### src/rtl/mbox_pkg.sv
// Shared constants and types for the mailbox command sequencer.
// Assumes a 64-bit register bus and four request / four reply words.
package mbox_pkg;
    localparam int WORDS = 4;
    localparam int IDX_W = 2;
    localparam int DW    = 64;
    localparam int SEQ_W = 16;

    localparam logic [7:0] OFF_REQ        = 8'h50;
    localparam logic [7:0] OFF_RSP        = 8'h54;
    localparam logic [7:0] OFF_TGT_DB     = 8'h60;
    localparam logic [7:0] OFF_TGT_DB_OR  = 8'h62;
    localparam logic [7:0] OFF_RPL_DB     = 8'h63;
    localparam logic [7:0] OFF_RPL_DB_AND = 8'h64;

    localparam logic [DW-1:0] RING_VAL = 64'h8000_0000_0000_0000;
    localparam logic [DW-1:0] ACK_VAL  = 64'h7FFF_FFFF_FFFF_FFFF;

    typedef enum logic [1:0] {
        RES_OK      = 2'd0,
        RES_NOTRDY  = 2'd1,
        RES_TIMEOUT = 2'd2,
        RES_BADRPL  = 2'd3
    } res_e;

    typedef enum logic [2:0] {
        ST_IDLE, ST_CHK, ST_WREQ, ST_RING, ST_POLL, ST_WAIT, ST_RRSP, ST_ACK
    } st_e;
endpackage

### src/rtl/mbox_seq_ctr.sv
// Wrapping sequence counter. Assumes bump is a single-cycle request;
// nxt is the value the next exchange will carry.
module mbox_seq_ctr #(
    parameter int W = 16
) (
    input  logic         clk,
    input  logic         rst_n,
    input  logic         bump,
    output logic [W-1:0] nxt
);
    logic [W-1:0] cur_q;

    // Advance the count once per accepted exchange.
    always_ff @(posedge clk) begin
        if (!rst_n)    cur_q <= '0;
        else if (bump) cur_q <= cur_q + 1'b1;
    end

    assign nxt = cur_q + 1'b1;
endmodule

### src/rtl/mbox_word_pick.sv
// Lowest-set-bit picker over a word-pending mask. Assumes N >= 2.
module mbox_word_pick #(
    parameter int N  = 4,
    parameter int IW = 2
) (
    input  logic [N-1:0]  pend,
    output logic [IW-1:0] idx,
    output logic          any
);
    // Scan from the top so the lowest pending word wins.
    always_comb begin
        idx = '0;
        for (int i = N - 1; i >= 0; i--) begin
            if (pend[i]) idx = IW'(i);
        end
    end

    assign any = |pend;
endmodule

### src/rtl/mbox_poll_timer.sv
// Poll spacing and elapsed-time tracking. arm starts one wait interval and
// credits it to the elapsed count; expired compares the count against the
// limit chosen by long_sel (strictly greater). clear zeroes everything.
module mbox_poll_timer #(
    parameter int              POLL_WAIT   = 1000,
    parameter longint unsigned SHORT_LIMIT = 64'd10_000_000,
    parameter longint unsigned LONG_LIMIT  = 64'd3_000_000_000
) (
    input  logic clk,
    input  logic rst_n,
    input  logic clear,
    input  logic arm,
    input  logic long_sel,
    output logic wait_done,
    output logic expired
);
    localparam int EW = $clog2(LONG_LIMIT + POLL_WAIT + 1) + 1;
    localparam int CW = $clog2(POLL_WAIT + 1);

    logic [EW-1:0] elapsed_q;
    logic [CW-1:0] wcnt_q;
    logic          waiting_q;

    // Interval down-counter and accumulated elapsed time.
    always_ff @(posedge clk) begin
        if (!rst_n || clear) begin
            elapsed_q <= '0;
            wcnt_q    <= '0;
            waiting_q <= 1'b0;
        end else if (arm) begin
            elapsed_q <= elapsed_q + EW'(POLL_WAIT);
            wcnt_q    <= CW'(POLL_WAIT - 1);
            waiting_q <= 1'b1;
        end else if (waiting_q) begin
            if (wcnt_q == '0) waiting_q <= 1'b0;
            else              wcnt_q    <= wcnt_q - 1'b1;
        end
    end

    assign wait_done = waiting_q && (wcnt_q == '0);
    assign expired   = elapsed_q > (long_sel ? EW'(LONG_LIMIT) : EW'(SHORT_LIMIT));
endmodule

### src/rtl/mbox_cmd_seq.sv
// Mailbox command sequencer: one full request/reply exchange per start.
// Assumes a single-cycle bus whose read data is valid in the cycle of the
// read, and a single requester (starts are taken only while idle).
module mbox_cmd_seq
    import mbox_pkg::*;
#(
    parameter int              ADDR_W      = 32,
    parameter logic [31:0]     BASE        = 32'h000D_0000,
    parameter int              POLL_WAIT   = 1000,
    parameter longint unsigned SHORT_LIMIT = 64'd10_000_000,
    parameter longint unsigned LONG_LIMIT  = 64'd3_000_000_000
) (
    input  logic              clk,
    input  logic              rst_n,
    input  logic              start,
    input  logic [255:0]      req_data,
    input  logic [3:0]        req_mask,
    input  logic [3:0]        rsp_mask,
    input  logic              long_tmo,
    output logic              busy,
    output logic              done,
    output logic [1:0]        result,
    output logic [15:0]       seq_id,
    output logic [255:0]      rsp_data,
    output logic              bus_en,
    output logic              bus_we,
    output logic [ADDR_W-1:0] bus_addr,
    output logic [63:0]       bus_wdata,
    input  logic [63:0]       bus_rdata
);
    localparam logic [ADDR_W-1:0] B = ADDR_W'(BASE);

    st_e                        state_q;
    logic [WORDS-1:0][DW-1:0]   req_q;
    logic [WORDS-1:0][DW-1:0]   rsp_q;
    logic [WORDS-1:0]           pend_q;
    logic [WORDS-1:0]           rmask_q;
    logic                       long_q;
    logic                       done_q;
    res_e                       res_q;
    logic [SEQ_W-1:0]           seq_q;
    logic [SEQ_W-1:0]           seq_nxt;
    logic [IDX_W-1:0]           pick_idx;
    logic                       pick_any;
    logic                       accept;
    logic                       arm;
    logic                       wait_done;
    logic                       expired;
    logic                       rdy_bit;
    logic                       rsp_bad;

    assign accept  = start && (state_q == ST_IDLE);
    assign rdy_bit = bus_rdata[DW-1];
    assign arm     = (state_q == ST_POLL) && !rdy_bit && !expired;
    assign rsp_bad = (rsp_q[0][63:48] != '0) || (rsp_q[0][47:32] != '0) ||
                     (rsp_q[0][31:16] != seq_q);

    mbox_seq_ctr #(.W(SEQ_W)) u_seq (
        .clk(clk), .rst_n(rst_n), .bump(accept), .nxt(seq_nxt)
    );

    mbox_word_pick #(.N(WORDS), .IW(IDX_W)) u_pick (
        .pend(pend_q), .idx(pick_idx), .any(pick_any)
    );

    mbox_poll_timer #(
        .POLL_WAIT(POLL_WAIT), .SHORT_LIMIT(SHORT_LIMIT), .LONG_LIMIT(LONG_LIMIT)
    ) u_tmr (
        .clk(clk), .rst_n(rst_n), .clear(accept), .arm(arm),
        .long_sel(long_q), .wait_done(wait_done), .expired(expired)
    );

    // Drive the bus access belonging to the current step.
    always_comb begin
        bus_en    = 1'b0;
        bus_we    = 1'b0;
        bus_addr  = B;
        bus_wdata = '0;
        unique case (state_q)
            ST_CHK: begin
                bus_en   = 1'b1;
                bus_addr = B + ADDR_W'(OFF_TGT_DB);
            end
            ST_WREQ: if (pick_any) begin
                bus_en    = 1'b1;
                bus_we    = 1'b1;
                bus_addr  = B + ADDR_W'(OFF_REQ) + ADDR_W'(pick_idx);
                bus_wdata = req_q[pick_idx];
            end
            ST_RING: begin
                bus_en    = 1'b1;
                bus_we    = 1'b1;
                bus_addr  = B + ADDR_W'(OFF_TGT_DB_OR);
                bus_wdata = RING_VAL;
            end
            ST_POLL: begin
                bus_en   = 1'b1;
                bus_addr = B + ADDR_W'(OFF_RPL_DB);
            end
            ST_RRSP: if (pick_any) begin
                bus_en   = 1'b1;
                bus_addr = B + ADDR_W'(OFF_RSP) + ADDR_W'(pick_idx);
            end
            ST_ACK: begin
                bus_en    = 1'b1;
                bus_we    = 1'b1;
                bus_addr  = B + ADDR_W'(OFF_RPL_DB_AND);
                bus_wdata = ACK_VAL;
            end
            default: ;
        endcase
    end

    // Exchange sequencing, word capture and result recording.
    always_ff @(posedge clk) begin
        if (!rst_n) begin
            state_q <= ST_IDLE;
            req_q   <= '0;
            rsp_q   <= '0;
            pend_q  <= '0;
            rmask_q <= '0;
            long_q  <= 1'b0;
            done_q  <= 1'b0;
            res_q   <= RES_OK;
            seq_q   <= '0;
        end else begin
            done_q <= 1'b0;
            unique case (state_q)
                ST_IDLE: if (accept) begin
                    req_q    <= req_data;
                    req_q[0] <= {req_data[63:32], seq_nxt, req_data[15:0]};
                    rsp_q    <= '0;
                    rsp_q[0] <= '1;
                    pend_q   <= req_mask;
                    rmask_q  <= rsp_mask;
                    long_q   <= long_tmo;
                    seq_q    <= seq_nxt;
                    state_q  <= ST_CHK;
                end
                ST_CHK: begin
                    if (rdy_bit) begin
                        state_q <= ST_IDLE;
                        done_q  <= 1'b1;
                        res_q   <= RES_NOTRDY;
                    end else begin
                        state_q <= ST_WREQ;
                    end
                end
                ST_WREQ: begin
                    if (pick_any) begin
                        pend_q[pick_idx] <= 1'b0;
                    end else begin
                        pend_q  <= rmask_q;
                        state_q <= ST_RING;
                    end
                end
                ST_RING: state_q <= ST_POLL;
                ST_POLL: begin
                    if (rdy_bit) begin
                        state_q <= ST_RRSP;
                    end else if (expired) begin
                        state_q <= ST_IDLE;
                        done_q  <= 1'b1;
                        res_q   <= RES_TIMEOUT;
                    end else begin
                        state_q <= ST_WAIT;
                    end
                end
                ST_WAIT: if (wait_done) state_q <= ST_POLL;
                ST_RRSP: begin
                    if (pick_any) begin
                        rsp_q[pick_idx]  <= bus_rdata;
                        pend_q[pick_idx] <= 1'b0;
                    end else begin
                        state_q <= ST_ACK;
                    end
                end
                ST_ACK: begin
                    state_q <= ST_IDLE;
                    done_q  <= 1'b1;
                    res_q   <= rsp_bad ? RES_BADRPL : RES_OK;
                end
                default: state_q <= ST_IDLE;
            endcase
        end
    end

    assign busy     = (state_q != ST_IDLE);
    assign done     = done_q;
    assign result   = res_q;
    assign seq_id   = seq_q;
    assign rsp_data = rsp_q;
endmodule

### config.mk
export PLATFORM = sky130hd
export DESIGN_NAME = mbox_cmd_seq
export DESIGN_NICKNAME = d
export VERILOG_FILES = /design/src/rtl/mbox_pkg.sv /design/src/rtl/mbox_seq_ctr.sv /design/src/rtl/mbox_word_pick.sv /design/src/rtl/mbox_poll_timer.sv /design/src/rtl/mbox_cmd_seq.sv
export SDC_FILE = /design/constraint.sdc
export NUM_CORES = 1
export LEC_CHECK = 0
export ABC_CLOCK_PERIOD_IN_PS = 7800
export CAP_MARGIN = 20
export CELL_PAD_IN_SITES_DETAIL_PLACEMENT = 1
export CELL_PAD_IN_SITES_GLOBAL_PLACEMENT = 1
export CORE_AREA = 4 4 274 276
export DETAILED_ROUTE_END_ITERATION = 16
export DIE_AREA = 0 0 278 280
export GPL_TIMING_DRIVEN = 0
export PLACE_DENSITY = 0.74
export SETUP_SLACK_MARGIN = 0.05
export SLEW_MARGIN = 30
export SYNTH_ARGS = -nofsm -noshare
export SYNTH_HDL_FRONTEND = slang
export SYNTH_SLANG_ARGS = --single-unit
### constraint.sdc
create_clock -name clk -period 7.8 [get_ports clk]
set_input_delay 1.56 -clock clk [delete_from_list [all_inputs] [get_ports clk]]
set_output_delay 1.56 -clock clk [all_outputs]
set_load 0.01 [all_outputs]
# == Word-level counts from Yosys, hierarchy flattened ==
# Cells that the tools add are included.
# totals
reg_bits,603
elab_cells,130
romBits,0
mem_count,0
output_inout_bits,374
ramBits,0
latchBits,0
in_bits,332
# classes
n_shift,0
n_mux,50
addsub,5
magnitude_cmp,3
mul,0
n_eq_ne,17
n_div,0
reduce_logical,32
bitwise_logic,3
# op_table
operator,count
2-to-1 mux 256 bit,2
case mux 256 bit (2 select lines),1
bitwise mux 256 bit,1
2-to-1 mux 64 bit,3
case mux 64 bit (3 select lines),1
binary-select mux 64 bit (select 2 bit),1
demux 64 bit (select 2 bit),1
case mux 21 bit (6 select lines),1
adder 20 x 2 -> 21 bit (first input constant),2
2-to-1 mux 21 bit,2
adder 33 x 10 -> 33 bit (second input constant),1
> comparator 33 bit,1
2-to-1 mux 32 bit,1
nonzero test 16 bit,2
2-to-1 mux 10 bit,3
case mux 3 bit (8 select lines),1
2-to-1 mux 2 bit,9
2-to-1 mux 3 bit,6
adder 16 x 1 -> 16 bit (second input constant),1
inequality test 16 bit,1
inequality test 2 bit (second input constant),7
equality test 3 bit (second input constant),4
2-to-1 mux 4 bit,3
case mux 4 bit (3 select lines),1
26 further kinds,54

# == Longest topological paths before layout ==
# logic_depth
depth_word,12
ltp_mapped,12
depth_no_buf,9

# == By module ==
# A second synthesis with hierarchy kept.
# unflattened
hier_cells,2786
hier_area_um2,25508.2
# by_module_without_submodules
module,cells_each,instances,seq_area_each_um2,area_each_um2
mbox_cmd_seq,2398,1,10550.1,22188.8
mbox_poll_timer,265,1,820.8,2312.2
mbox_seq_ctr,116,1,320.3,972.2
mbox_word_pick,7,1,0.0,35.0

# == Least setup slack after synthesis ==
# OpenSTA, ideal clock, no wires.
# synth_timing
path_kind,input -> register
startpoint,input port bus_rdata[63]
endpoint,register u_tmr.elapsed_q[8]
path_stages,8
required_ns,7.741
n_path_buf,2
path_slack_ns,4.325
t_arrival_ns,3.415
path_cell_list,clkbuf_1 nor3_1 nand2_1 a2111oi_4 nor2_2 buf_2 or4_1 nand2_1
# synth_via
elab_chain_cells,3
# synth_lines
element,line_no,rtl
start: declaration,mbox_cmd_seq.sv:29,input logic [63:0] bus_rdata
zero test 1 bit,mbox_cmd_seq.sv:54,assign arm = (state_q == ST_POLL) && !rdy_bit && !expired;
logical AND 1 bit (2 in a row),mbox_cmd_seq.sv:54,
end signal: assignment,mbox_poll_timer.sv:31,elapsed_q <= elapsed_q + EW'(POLL_WAIT);
end: declaration,mbox_poll_timer.sv:20,logic [EW-1:0] elapsed_q;
# Every way passes these cells.
# A chain may end at the register's enable or synchronous reset.

# == Worst setup path in the final report ==
# layout_timing
startpoint,register pend_q[0]
endpoint,output port bus_wdata[27]
# layout_via
elab_chain_cells,5
# layout_lines
element,line_no,rtl
start: declaration,mbox_cmd_seq.sv:36,logic [WORDS-1:0] pend_q;
start signal: assignment,mbox_cmd_seq.sv:134,pend_q <= req_mask;
start signal: assignment,mbox_cmd_seq.sv:153,pend_q <= rmask_q;
2-to-1 mux 2 bit,mbox_word_pick.sv:14,if (pend[i]) idx = IW'(i);
binary-select mux 64 bit (select 2 bit),mbox_cmd_seq.sv:88,bus_wdata = req_q[pick_idx];
2-to-1 mux 64 bit (not written as such),mbox_cmd_seq.sv:88,
2-to-1 mux 64 bit *,mbox_cmd_seq.sv:84,ST_WREQ: if (pick_any) begin
case mux 64 bit (3 select lines) *,mbox_cmd_seq.sv:79,unique case (state_q)
end: declaration,mbox_cmd_seq.sv:28,"output logic [63:0] bus_wdata,"
# Every way passes the cells marked *; elsewhere a longest branch is shown, timed or not. The select of a mux whose other input is x is not followed.

==> results.py <==
metrics = {
    "clock_network": {
        "cts.htree.levels": 3,
        "cts_root_buf": "clkbuf_16",
        "hold_buffers": 0,
        "clk_path_buf_depth": 3,
        "cts_made_buffers": 68,
        "insertion_delay_ns": 0.63,
        "cts_resized": 0,
        "cts.clk_slew.worst_paths_ns": 0.06,
        "cts_tree": "built",
        "clock_sinks": 568,
        "cts_setup_buffers": 0,
    },
    "power": {
        "cellPowerDensity_nw_per_um2": 226.0,
        "peakVddDrop_mv": 0.1555,
        "p_leak_nw": 11.90,
    },
    "floorplan": {
        "dieArea_um2": 77840,
        "fp.dieH_um": 280,
        "core_um2": 72590,
        "initial_core_util_pct": 33.59,
        "io_pins": 706,
        "row_count": 99,
        "dieWidth_um": 278,
    },
    "run_status": {
        "status": "finished, final reports clean",
    },
    "cells_and_area": {
        "fillers": 8599,
        "final_util_pct": 47.66,
        "fin_nets": 4001,
        "final_cells": 4678,
        "area_delta_synth_final_pct": 41.89,
        "layout-drive-gt1-share_pct": 4.313,
    },
    "hold_path": {
        "hold_path_class": "reg -> reg",
        "min-delay-start": "req_q[35]",
    },
    "grt": {
        "grt_pass1_vias": 25550,
        "grt_max_degree": 13,
        "antenna_found_initial": 18,
        "grt-ovfl-total": 0,
        "grt_pass1_wl_um": 178900,
        "grt_usage_pct": 31.09,
    },
    "critical_path": {
        "cp-end-kind": "primary output",
        "worstSetupPathType": "reg -> out",
        "path_max_fanout": 10,
        "critical_path_required_ns": 6.24,
        "cp_cell_sequence": "clkbuf_1 -> nor3_1 -> and2_1 -> clkbuf_1 -> buf_1 -> nand2_1 -> a21oi_1 -> nor2_1 -> nor2_1 -> clkdlybuf4s50_1",
        "worstSetupStartpointType": "flop",
        "cpPeakStageDelay_ns": 0.74,
        "rr_startpoint": "long_q",
        "cp-startpoint": "pend_q[0]",
        "arrival_ns": 4.47,
        "cp_slowest_cell": "buf_1",
    },
    "routing": {
        "drt_wl_total_um": 127200,
        "wl_met1_um": 48080,
        "wl_met3_um": 12910,
        "antenna_left": 0,
        "vias": 25250,
        "dr_wl_met2_um": 59450,
        "topRoutingLayerUsed": "met5",
        "wl_per_cell_um": 27.20,
        "drcViolationCount": 0,
        "drtIter0Drc": 2081,
        "viasPerCell": 5.397,
        "drt_first_pass_iters": 9,
    },
    "sta": {
        "tightest_slew_ns": 1.132,
        "slew_headroom_pct": 24.56,
        "setup_violations": 0,
        "final.setup.tns_ns": 0,
        "max_freq_mhz": 165.7,
        "hold_violations": 0,
        "rsz0062_at_grt": "false",
        "period_share_pct": 77.36,
        "post-route-min-period_ns": 6.034,
        "skew_ns": 0.01433,
        "slew_violations": 0,
    },
    "synth": {
        "synth.avg_cell_area_um2": 8.410,
        "yosysWarnings": 0,
        "ys_seq_area_share_pct": 46.64,
        "yosysMostFrequentCell": "nand2_1",
        "synth_common_cells": "660 x nand2_1, 568 x dfxtp_1, 315 x a21boi_0",
        "netlist_area_um2": 24380,
        "synthArstFlopShare_pct": 0,
        "synth-seq-cells": 568,
        "synth_top_area_share_pct": 46.64,
        "synth.distinct_cells": 57,
        "synth.area.top_cells": "dfxtp_1 47%, nand2_1 10%, a21boi_0 9.7%",
        "syn_inst": 2899,
        "ys.flop_type": "dfxtp_1",
        "synth_top_area_cell": "dfxtp_1",
        "synth_edf_count": 0,
    },
    "placement": {
        "dp_cells": 4543,
        "portBuffers": 661,
        "place_congestion": 0.8763,
        "dp_hpwl_um": 97140,
    },
    "flow_run": {
        "maxCapViolations": 0,
    },
}
==> through the flow <==
stage | power [W] | cell area (um^2) | setup slack [ns] | hold WS, ns
floorplan | 0.003827 | 24470 | 4.325 | 0.4428
global placement | 0.004569 | 32290 | 2.478 | 0.4517
detailed placement | 0.004588 | 32300 | 2.543 | 0.4573
CTS | 0.007834 | 34560 | 1.874 | 0.4652
global route | 0.008071 | 34580 | 1.615 | 0.4816
finish | 0.007818 | 34590 | 1.766 | 0.4639
==> placed cells by master, fill, tap and decap left out, drive strengths merged, types with 28 or more instances in the layout <==
cell / count
clkdlybuf4s50: 661
nand2: 660
dfxtp: 568
a21boi: 315
clkbuf: 314
nor2: 162
nor2b: 135
a22oi: 129
a21oi: 101
buf: 85
nand3: 84
nand2b: 73
a222oi: 64
o311a: 64
o21ai: 30
xor2: 28
==> report_power, final <==
| group | internal [W] | leakage [nW] | total, W | switching [W] |
|---|---|---|---|---|
| clock | 0.00190 | 1.11 | 0.00326 | 0.00136 |
| sequential | 0.00307 | 4.63 | 0.00319 | 0.000126 |
| combinational | 0.000500 | 6.15 | 0.00136 | 0.000861 |
| total | 0.00547 | 11.9 | 0.00782 | 0.00235 |
==> worst max-delay path: cells and delay by family (launching register included) <==
kind | cells | cell delay, ns
flops | 1 | 0.31
simple gates | 5 | 1.19
buf+inv | 4 | 2.13
compound gates | 1 | 0.22
==> cells by family after synthesis <==
group | synth area share [%]
adder cells (fa/ha/maj) | 0.7185
AO/OA/AOI/OAI | 22.80
buffers and inverters | 5.378
other | 0.03080
flip-flops | 46.64
multiplexers | 0.08212
XOR/XNOR | 1.688
AND/OR/NAND/NOR | 22.66
==> area by class of cell <==
cell class / instances / area (um^2) / share of cell area, %
multi-input combinational: 2048 / 11790 / 34.09
clock inverter: 19 / 245.2 / 0.7089
tap: 959 / 1200 / 3.469
buffer: 292 / 1262 / 3.649
antenna: 9 / 22.52 / 0.06510
inverter: 15 / 56.30 / 0.1628
clock buffer: 106 / 2016 / 5.827
timing repair buffer: 662 / 6628 / 19.16
sequential: 568 / 11370 / 32.87
==> state kept, by name, summed over array words and instances, names as in the netlist <==
signal           flops
done                 1
long_q               1
pend_q               4
req_q              241
result               2
rmask_q              4
rsp_data           256
state_q              3
u_seq.cur_q         15
u_tmr.elapsed_q     30
u_tmr.waiting_q      1
u_tmr.wcnt_q        10
==> layer usage <==
layer / track usage [%] / vias up
li1: - / 11480
met1: 35.12 / 12330
met2: 51.72 / 1131
met3: 12.17 / 279
met4: 14.87 / 20
met5: 0 / -
==> path summary, 6_finish.rpt <==
path	endpoint	slack, ns	cells past startpoint
max	bus_wdata[27]	1.77	10
min	req_q[35]	0.46	2
max reg2reg	u_tmr.elapsed_q[24]	3.74	12
min reg2reg	req_q[35]	0.46	2
No activity file was read; power rests on OpenSTA's default activity.
